<file path="config.mk">
export PLATFORM = sky130hd
export DESIGN_NAME = pup_sequencer
export DESIGN_NICKNAME = d
export VERILOG_FILES = /design/src/rtl/pup_pkg.sv /design/src/rtl/pup_delay_cnt.sv /design/src/rtl/pup_index_chk.sv /design/src/rtl/pup_sequencer.sv
export SDC_FILE = /design/constraint.sdc
export NUM_CORES = 1
export LEC_CHECK = 0
export ABC_AREA = 1
export CAP_MARGIN = 15
export CORE_MARGIN = 1.5
export CORE_UTILIZATION = 64
export DETAILED_ROUTE_END_ITERATION = 12
export DONT_BUFFER_PORTS = 1
export PLACE_DENSITY = 0.89
export SLEW_MARGIN = 0
export SYNTH_ARGS = -nofsm -noshare
export SYNTH_HDL_FRONTEND = slang
export SYNTH_SLANG_ARGS = --single-unit
</file>
<file path="constraint.sdc">
create_clock -name clk -period 3.6 [get_ports clk]
set_input_delay 0.72 -clock clk [delete_from_list [all_inputs] [get_ports clk]]
set_output_delay 0.72 -clock clk [all_outputs]
set_load 0.01 [all_outputs]
</file>
<file path="src/rtl/pup_pkg.sv">
package pup_pkg;

    typedef enum logic [3:0] {
        ST_IDLE,
        ST_RST_ON,
        ST_PWR_REQ,
        ST_CLK_ON,
        ST_SETTLE1,
        ST_CLAMP,
        ST_SETTLE2,
        ST_DONE,
        ST_UNDO_CLK,
        ST_UNDO_PWR,
        ST_FAIL
    } pup_state_e;

    typedef enum logic [1:0] {
        CAUSE_NONE        = 2'd0,
        CAUSE_BAD_INDEX   = 2'd1,
        CAUSE_ALREADY_ON  = 2'd2,
        CAUSE_CLK_TIMEOUT = 2'd3
    } pup_cause_e;

endpackage

</file>
<file path="src/rtl/pup_delay_cnt.sv">
// Saturating up-counter: hit_o is high from the cycle in which the
// window of lim_i cycles has elapsed (a limit of 0 behaves as 1).
module pup_delay_cnt #(
    parameter int W = 16
) (
    input  logic         clk,
    input  logic         rst_n,
    input  logic         clr_i,
    input  logic [W-1:0] lim_i,
    output logic         hit_o
);

    logic [W-1:0] cnt_q;

    assign hit_o = ({1'b0, cnt_q} + (W+1)'(1)) >= {1'b0, lim_i};

    always_ff @(posedge clk or negedge rst_n) begin
        if (!rst_n) begin
            cnt_q <= '0;
        end else if (clr_i) begin
            cnt_q <= '0;
        end else if (!hit_o) begin
            cnt_q <= cnt_q + W'(1);
        end
    end

    // Window counter never runs backwards while a window is open.
    p_cnt_monotonic_r2: assert property (@(posedge clk) disable iff (!rst_n)
        !clr_i |=> (cnt_q >= $past(cnt_q)));

endmodule

</file>
<file path="src/rtl/pup_index_chk.sv">
// Range check and one-hot select of a partition index.
module pup_index_chk #(
    parameter int NUM_PARTS = 8,
    parameter int IDX_W     = 4
) (
    input  logic [IDX_W-1:0]     idx_i,
    output logic                 valid_o,
    output logic [NUM_PARTS-1:0] sel_o
);

    assign valid_o = {1'b0, idx_i} < (IDX_W+1)'(NUM_PARTS);

    for (genvar g = 0; g < NUM_PARTS; g++) begin : g_sel
        assign sel_o[g] = (idx_i == IDX_W'(g));
    end

    always_comb begin
        assert (!valid_o || $onehot(sel_o));
    end

endmodule

</file>
<file path="src/rtl/pup_sequencer.sv">
module pup_sequencer
    import pup_pkg::*;
#(
    parameter int NUM_PARTS   = 8,
    parameter int IDX_W       = 4,
    parameter int CNT_W       = 16,
    parameter int ACK_TIMEOUT = 6
) (
    input  logic                 clk,
    input  logic                 rst_n,
    input  logic                 start_i,
    input  logic [IDX_W-1:0]     part_idx_i,
    input  logic [CNT_W-1:0]     settle_cycles_i,
    input  logic [NUM_PARTS-1:0] pwr_status_i,
    input  logic                 clk_ack_i,
    output logic                 periph_rst_o,
    output logic                 clk_en_o,
    output logic                 pwr_on_req_o,
    output logic                 pwr_off_req_o,
    output logic                 clamp_rel_req_o,
    output logic [IDX_W-1:0]     req_idx_o,
    output logic                 busy_o,
    output logic                 done_o,
    output logic                 err_o,
    output logic [1:0]           err_cause_o
);

    localparam int ACK_W = $clog2(ACK_TIMEOUT + 1);

    pup_state_e state_q, state_d;
    pup_cause_e cause_q;
    logic [IDX_W-1:0]     idx_q;
    logic [IDX_W-1:0]     chk_idx;
    logic [NUM_PARTS-1:0] sel;
    logic                 idx_ok;
    logic                 powered;
    logic                 periph_rst_q, clk_en_q;
    logic                 settle_hit, ack_hit;
    logic                 settle_clr, ack_clr;

    // In idle the incoming index is checked; afterwards the latched one.
    assign chk_idx = (state_q == ST_IDLE) ? part_idx_i : idx_q;

    pup_index_chk #(.NUM_PARTS(NUM_PARTS), .IDX_W(IDX_W)) u_idx (
        .idx_i   (chk_idx),
        .valid_o (idx_ok),
        .sel_o   (sel)
    );

    assign powered = |(pwr_status_i & sel);

    assign settle_clr = !((state_q == ST_SETTLE1) || (state_q == ST_SETTLE2));
    assign ack_clr    = (state_q != ST_CLK_ON);

    pup_delay_cnt #(.W(CNT_W)) u_settle (
        .clk   (clk),
        .rst_n (rst_n),
        .clr_i (settle_clr),
        .lim_i (settle_cycles_i),
        .hit_o (settle_hit)
    );

    pup_delay_cnt #(.W(ACK_W)) u_ackwait (
        .clk   (clk),
        .rst_n (rst_n),
        .clr_i (ack_clr),
        .lim_i (ACK_W'(ACK_TIMEOUT)),
        .hit_o (ack_hit)
    );

    // Next-state logic
    always_comb begin
        state_d = state_q;
        unique case (state_q)
            ST_IDLE:     if (start_i) state_d = idx_ok ? ST_RST_ON : ST_FAIL;
            ST_RST_ON:   state_d = powered ? ST_FAIL : ST_PWR_REQ;
            ST_PWR_REQ:  state_d = ST_CLK_ON;
            ST_CLK_ON: begin
                if (clk_ack_i)    state_d = ST_SETTLE1;
                else if (ack_hit) state_d = ST_UNDO_CLK;
            end
            ST_SETTLE1:  if (settle_hit) state_d = ST_CLAMP;
            ST_CLAMP:    state_d = ST_SETTLE2;
            ST_SETTLE2:  if (settle_hit) state_d = ST_DONE;
            ST_DONE:     state_d = ST_IDLE;
            ST_UNDO_CLK: state_d = ST_UNDO_PWR;
            ST_UNDO_PWR: state_d = ST_FAIL;
            ST_FAIL:     state_d = ST_IDLE;
            default:     state_d = ST_IDLE;
        endcase
    end

    // State register
    always_ff @(posedge clk or negedge rst_n) begin
        if (!rst_n) state_q <= ST_IDLE;
        else        state_q <= state_d;
    end

    // Output registers, updated on entry to the state that owns them
    always_ff @(posedge clk or negedge rst_n) begin
        if (!rst_n) begin
            periph_rst_q <= 1'b1;
            clk_en_q     <= 1'b0;
            cause_q      <= CAUSE_NONE;
            idx_q        <= '0;
        end else begin
            if (state_q == ST_IDLE && start_i) begin
                cause_q <= idx_ok ? CAUSE_NONE : CAUSE_BAD_INDEX;
                if (idx_ok) idx_q <= part_idx_i;
            end
            if (state_q == ST_RST_ON && powered)
                cause_q <= CAUSE_ALREADY_ON;
            if (state_q == ST_CLK_ON && !clk_ack_i && ack_hit)
                cause_q <= CAUSE_CLK_TIMEOUT;
            if (state_d == ST_RST_ON)   periph_rst_q <= 1'b1;
            if (state_d == ST_DONE)     periph_rst_q <= 1'b0;
            if (state_d == ST_CLK_ON)   clk_en_q     <= 1'b1;
            if (state_d == ST_UNDO_CLK) clk_en_q     <= 1'b0;
        end
    end

    assign periph_rst_o    = periph_rst_q;
    assign clk_en_o        = clk_en_q;
    assign req_idx_o       = idx_q;
    assign err_cause_o     = cause_q;
    assign busy_o          = (state_q != ST_IDLE);
    assign pwr_on_req_o    = (state_q == ST_PWR_REQ);
    assign clamp_rel_req_o = (state_q == ST_CLAMP);
    assign pwr_off_req_o   = (state_q == ST_UNDO_PWR);
    assign done_o          = (state_q == ST_DONE);
    assign err_o           = (state_q == ST_FAIL);

    p_rst_before_power_r1: assert property (@(posedge clk) disable iff (!rst_n)
        pwr_on_req_o |-> periph_rst_o);
    p_clamp_needs_clock_r1: assert property (@(posedge clk) disable iff (!rst_n)
        clamp_rel_req_o |-> (clk_en_o && periph_rst_o));
    p_power_on_then_clock_r1: assert property (@(posedge clk) disable iff (!rst_n)
        pwr_on_req_o |=> clk_en_o);
    p_off_without_clock_r4: assert property (@(posedge clk) disable iff (!rst_n)
        pwr_off_req_o |-> (!clk_en_o && $fell(clk_en_o) == 1'b0));
    p_off_then_error_r4: assert property (@(posedge clk) disable iff (!rst_n)
        pwr_off_req_o |=> (err_o && err_cause_o == CAUSE_CLK_TIMEOUT));
    p_reject_quiet_r5: assert property (@(posedge clk) disable iff (!rst_n)
        (!busy_o && start_i && !idx_ok) |=>
            (err_o && $stable(periph_rst_o) && $stable(clk_en_o)
             && $stable(req_idx_o) && err_cause_o == CAUSE_BAD_INDEX));
    p_busy_ignore_r6: assert property (@(posedge clk) disable iff (!rst_n)
        (busy_o && start_i) |=> $stable(req_idx_o));
    p_done_pulse_r7: assert property (@(posedge clk) disable iff (!rst_n)
        done_o |=> !done_o);
    p_err_pulse_r7: assert property (@(posedge clk) disable iff (!rst_n)
        err_o |=> !err_o);
    p_cause_hold_r7: assert property (@(posedge clk) disable iff (!rst_n)
        (!busy_o && !start_i) |=> $stable(err_cause_o));
    p_done_state_r10: assert property (@(posedge clk) disable iff (!rst_n)
        done_o |-> (clk_en_o && !periph_rst_o));
    p_one_result_r7: assert property (@(posedge clk) disable iff (!rst_n)
        $onehot0({done_o, err_o, pwr_on_req_o, pwr_off_req_o, clamp_rel_req_o}));

endmodule

</file>
Word level (Yosys, flattened, before mapping)
Cells that the tools add are included.

Bits of input ports: 32. Bits in registers: 31. Word-level logic and storage cells: 74.

$add $sub $neg: 4. Bitwise logic cells: 1. Equal/unequal tests: 24. Reduce and logical (&&, ||, !) cells: 14. Muxes and demuxes: 21. Order comparisons: 3.

Operators with widths (count): $eq A4 B3 Y1 const B (9); $pmux W4 S9 (1); $mux W16 (2); $mux W4 (8); $eq A4 B2 Y1 const B (5); $add A16 B1 Y17 const B (1); $ge A17 B16 Y1 (1); $add A16 B1 Y16 const B (1); $eq A4 B4 Y1 const B (4); $eq A4 B1 Y1 const B (3); $and A8 B8 Y8 (1); $logic_not A4 Y1 (2); $reduce_or A8 Y1 (1); $mux W2 (3); $mux W3 (2); $mux W1 (5); $add A3 B1 Y4 const B (1); $ge A4 B3 Y1 const B (1); $logic_and A1 B1 Y1 (4); $lt A4 B4 Y1 const B (1); $ne A4 B2 Y1 const B (1); $reduce_bool A2 Y1 (2); $reduce_bool A4 Y1 (1); $add A3 B1 Y3 const B (1); 6 further kinds (6).

Logic depth before layout (Yosys ltp)
Depth after elaboration: 10. Depth in mapped cells: 19.

Modules after synthesis
A second synthesis with hierarchy kept.

Cells, all modules: 404. Area total of the unflattened synthesis: 2752.6 sq um.

By module, submodules not included: pup_delay_cnt (u_settle) (instances 1, area an instance 1637.8 sq um, sequential area each 400.4 sq um, cells an instance 233); pup_sequencer (instances 1, area an instance 803.3 sq um, sequential area each 301.5 sq um, cells an instance 121); pup_delay_cnt (u_ackwait) (instances 1, area an instance 239.0 sq um, sequential area each 75.1 sq um, cells an instance 32); pup_index_chk (instances 1, area an instance 72.6 sq um, sequential area each 0.0 sq um, cells an instance 18).

Worst setup path after synthesis
No wires, ideal clock.

Kind: reg2reg. Start: reg u_settle.cnt_q[0]. End: reg state_q[0]. Setup slack: 0.963 ns. Setup time: 0.134 ns. Cell stages (with the launch flop): 17. Clock period less this slack: 2.637 ns. Data arrival time: 2.503 ns. Path through: dfrtp_1 ha_1 nand3_2 nor2_4 nand2_2 or3_1 xor2_1 ha_1 a21oi_1 o21ai_0 nand2_1 nand3_1 nand2_1 nand3_4 nand2_2 buf_4 nand4_1.

Word-level cells in the longest chain between the ends: 4.

RTL lines: from (decl) (RTL line pup_delay_cnt.sv:13) `logic [W-1:0] cnt_q;`; from (signal assigned) (RTL line pup_delay_cnt.sv:23) `cnt_q <= cnt_q + W'(1);`; $add A16 B1 Y17 * (RTL line pup_delay_cnt.sv:15) `assign hit_o = ({1'b0, cnt_q} + (W+1)'(1)) >= {1'b0, lim_i};`; $ge A17 B16 Y1 * (RTL line pup_delay_cnt.sv:15); $mux W4, on equally long branches (RTL line pup_sequencer.sv:84, pup_sequencer.sv:82); $pmux W4 S9 * (RTL line pup_sequencer.sv:74) `unique case (state_q)`; via state_d[0] (RTL line pup_sequencer.sv:30) `pup_state_e state_q, state_d;`; to (signal assigned) (RTL line pup_sequencer.sv:96) `else state_q <= state_d;`; to (decl) (RTL line pup_sequencer.sv:30).

The timed path passes the listed nets; every way through them passes the cells marked *. A chain may end at the register's enable or synchronous reset.

Worst setup path after layout
Start: reg u_settle.cnt_q[0]. End: reg u_settle.cnt_q[12].

Word-level cells in the longest chain between the ends: 3.

RTL lines (RTL line): $add A16 B1 Y17 / $add A16 B1 Y16 (equally long branches) (pup_delay_cnt.sv:15, pup_delay_cnt.sv:23); $ge A17 B16 Y1 / $mux W16 (equally long branches) (pup_delay_cnt.sv:15, pup_delay_cnt.sv:22); $ne A2 B2 Y1 (no source line) / $mux W16 (equally long branches).

Parallel ways exist; a longest one is shown, timed or not. The select of a mux whose other input is x is not followed.

==> flow_summary.json <==
{
  "status": "complete, no violations",
  "clkPwrFrac_pct": 26.2,
  "final_cell_mix": "82 x nand2_1, 65 x inv_1, 30 x dfrtp_1, 26 x nor2_1, 20 x nand3_1",
  "p_int_w": 0.000767,
  "dr.pass1.iters": 4,
  "grt_setup_unrepaired": "false",
  "areaGrowthSynthToFinish_pct": 6.14,
  "grt_pass1_vias": 1956,
  "grt_pass1_wl_microns": 8190,
  "hp-class": "primary input to async pin",
  "antenna_found_initial": 0,
  "clockRootBuffer": "clkbuf_8",
  "crit_required_ns": 3.78,
  "total_power_w": 0.00130,
  "die_area_sq_um": 4100,
  "synth-async-reset-ratio_pct": 100,
  "grt_max_degree": 32,
  "start_util_pct": 69.3,
  "powerDensity_nw_per_um2": 514,
  "io_pins": 46,
  "cts_buffers": 5,
  "postCtsHoldBufs": 0,
  "io_buffers": 0,
  "yosysUniqueCellTypes": 28,
  "timing.critical_path.mode_cell": "nand2_1",
  "final_net_count": 388,
  "drive_gt1_share_pct": 8.88,
  "grt_use_total_pct": 25.6,
  "relSlewSlack_pct": 71.9,
  "core_area_sq_um": 3440,
  "drtAntennaViolNets": 0,
  "row_count": 21,
  "slowest_delay_ns": 0.37,
  "maxCapViolCount": 0,
  "setup-violations-final": 0,
  "crit_family": "simple AND/OR/NAND/NOR gates",
  "hold_ws_ns": 0.114,
  "crit_arrival_ns": 3.25,
  "drv_slew": 0,
  "clock_latency_ns": 0.29,
  "final.period_utilization_pct": 85.2,
  "crit_path_end_kind": "flip-flop",
  "fmax_ghz": 0.326,
  "worstSetupPathType": "flip-flop to flip-flop",
  "synth_flop_cell": "dfrtp_1",
  "place.gp.congestion": 0.913,
  "combPwrFrac_pct": 35.6,
  "die_width_microns": 64.0,
  "globalRouteOverflowTotal": 0,
  "htree_levels": 2,
  "finalHoldViolations": 0,
  "path_cells": "ha_1, nand3_2, nor2_4, nand2_2, or3_1, xor2_1, ha_1, a21oi_1, o21ai_0, nand2_1, nand3_1, nand2_1, nand3_4, nor2_4, nand2_1, o21ai_0",
  "cts_tree": "yes",
  "ys_warn_count": 0,
  "worst_setup_path_start_kind": "flip-flop",
  "crit_start": "u_settle.cnt_q[0]",
  "worstPathMaxFanout": 16,
  "p_leak_nw": 1.34,
  "peakVddDrop_mv": 0.453,
  "wl_microns": 4820,
  "syn-num-nets": 384,
  "syn_inst": 333,
  "skew_ns": 0.00941,
  "finalCoreUtilization_pct": 73.5,
  "post_cts_resize_count": 0,
  "syn_avg_cell_area_sq_um": 7.16,
  "final_common_cell": "nand2_1",
  "crit_buf_inv": 0,
  "drt-wirelength-per-cell_microns": 12.6,
  "tightestPinTransition_ns": 0.418,
  "diodes": 0,
  "clockBufferDepth": 2,
  "p_switching_w": 0.000532,
  "setup_tns_ns": 0,
  "postCtsSetupBuffers": 0,
  "drc": 0,
  "dieHeight_microns": 64.0,
  "synth-edff-count": 0,
  "vias": 2068,
  "period_needed_ns": 3.07,
  "p_sw_share_pct": 41.0,
  "via_per_inst": 5.39,
  "synth_seq_cells": 31,
  "slowest_stage": "dfrtp_1",
  "clkSinkCount": 31,
  "seq_area_frac_synth_pct": 32.6,
  "hpwl_microns": 3850,
  "reg2reg_slack_ns": 0.53,
  "seq_power_share_pct": 38.2,
  "path_clk_slew_ns": 0.07,
  "dr.first_iter.drc_count": 65,
  "r2r_start": "u_settle.cnt_q[0]",
  "syn_area_sq_um": 2380
}
layout make-up:
cell class	count	area, sq um
Clock inverter	3	43.8
Inverter	65	244
Tap cell	46	57.6
Sequential cell	31	777
Clock buffer	5	68.8
Multi-Input combinational cell	234	1340
Fill cell	287	911
cell usage after synthesis, drive strengths merged, types with 3 or more instances:
cell	number	share of area, %
o21ai	28	7.1
dfrtp	30	31
nand2	86	14
nand3	23	5.8
nand4	7	1.8
ha	19	10
nand3b	3	0.94
a21oi	9	1.9
inv	65	10
nor3	10	2.3
nor2	31	6.0
buf	3	1.0
xor2	14	5.1
flip-flops by register name (all words and copies together) (netlist names):
signal / flops
u_settle.cnt_q: 16
err_cause_o: 2
clk_en_o: 1
state_q: 4
u_ackwait.cnt_q: 3
periph_rst_o: 1
req_idx_o: 4
per-stage QoR:
stage | worst slack [ns] | cells | cell area (sq um)
after detailed placement | 0.610 | 376 | 2420
after global placement | 0.669 | 376 | 2420
after floorplan | 0.963 | 333 | 2380
after global routing | 0.142 | 384 | 2530
after CTS | 0.540 | 384 | 2530
final | 0.532 | 384 | 2530
final timing paths:
check / cells past startpoint / endpoint
setup / recovery: 16 / u_settle.cnt_q[12]
hold / removal: 0 / clk_en_o
setup reg to reg: 16 / u_settle.cnt_q[12]
hold reg to reg: 2 / periph_rst_o
max in group asynchronous: 0 / periph_rst_o
min in group clk: 2 / periph_rst_o
power by group through the flow:
stage	registers [W]	clock network (W)	logic (W)
after floorplan	0.000474	0	0.000396
after global placement	0.000501	0	0.000445
after detailed placement	0.000501	0	0.000462
after CTS	0.000496	0.000346	0.000462
after global routing	0.000507	0.000363	0.000545
final	0.000496	0.000341	0.000462
logic make-up (layout without fill, tap and decap cells):
kind of cell / Yosys count / in the layout / share of synthesized area [%]
fa+ha+maj: 19 / 19 / 9.97
compound gates: 39 / 39 / 9.71
simple gates: 162 / 162 / 31.4
flops: 31 / 31 / 32.6
buf+inv: 68 / 73 / 11.2
xor+xnor: 14 / 14 / 5.14
per-layer routing:
| layer | routed length (microns) | track usage [%] |
|---|---|---|
| met2 | 2310 | 43.2 |
| met1 | 2150 | 31.9 |
| met5 | 0 | 0 |
| met4 | 99 | 7.88 |
| met3 | 266 | 7.04 |
worst register-to-register path, cell delays in order, from the launching register on:
cell,delay [ns]
dfrtp_1,0.37
ha_1,0.22
nand3_2,0.13
nor2_4,0.15
nand2_2,0.09
or3_1,0.33
xor2_1,0.20
ha_1,0.30
a21oi_1,0.15
o21ai_0,0.09
nand2_1,0.06
nand3_1,0.07
nand2_1,0.12
nand3_4,0.11
nor2_4,0.32
nand2_1,0.11
o21ai_0,0.13
Note: power is estimated with default switching activity, not from simulation.
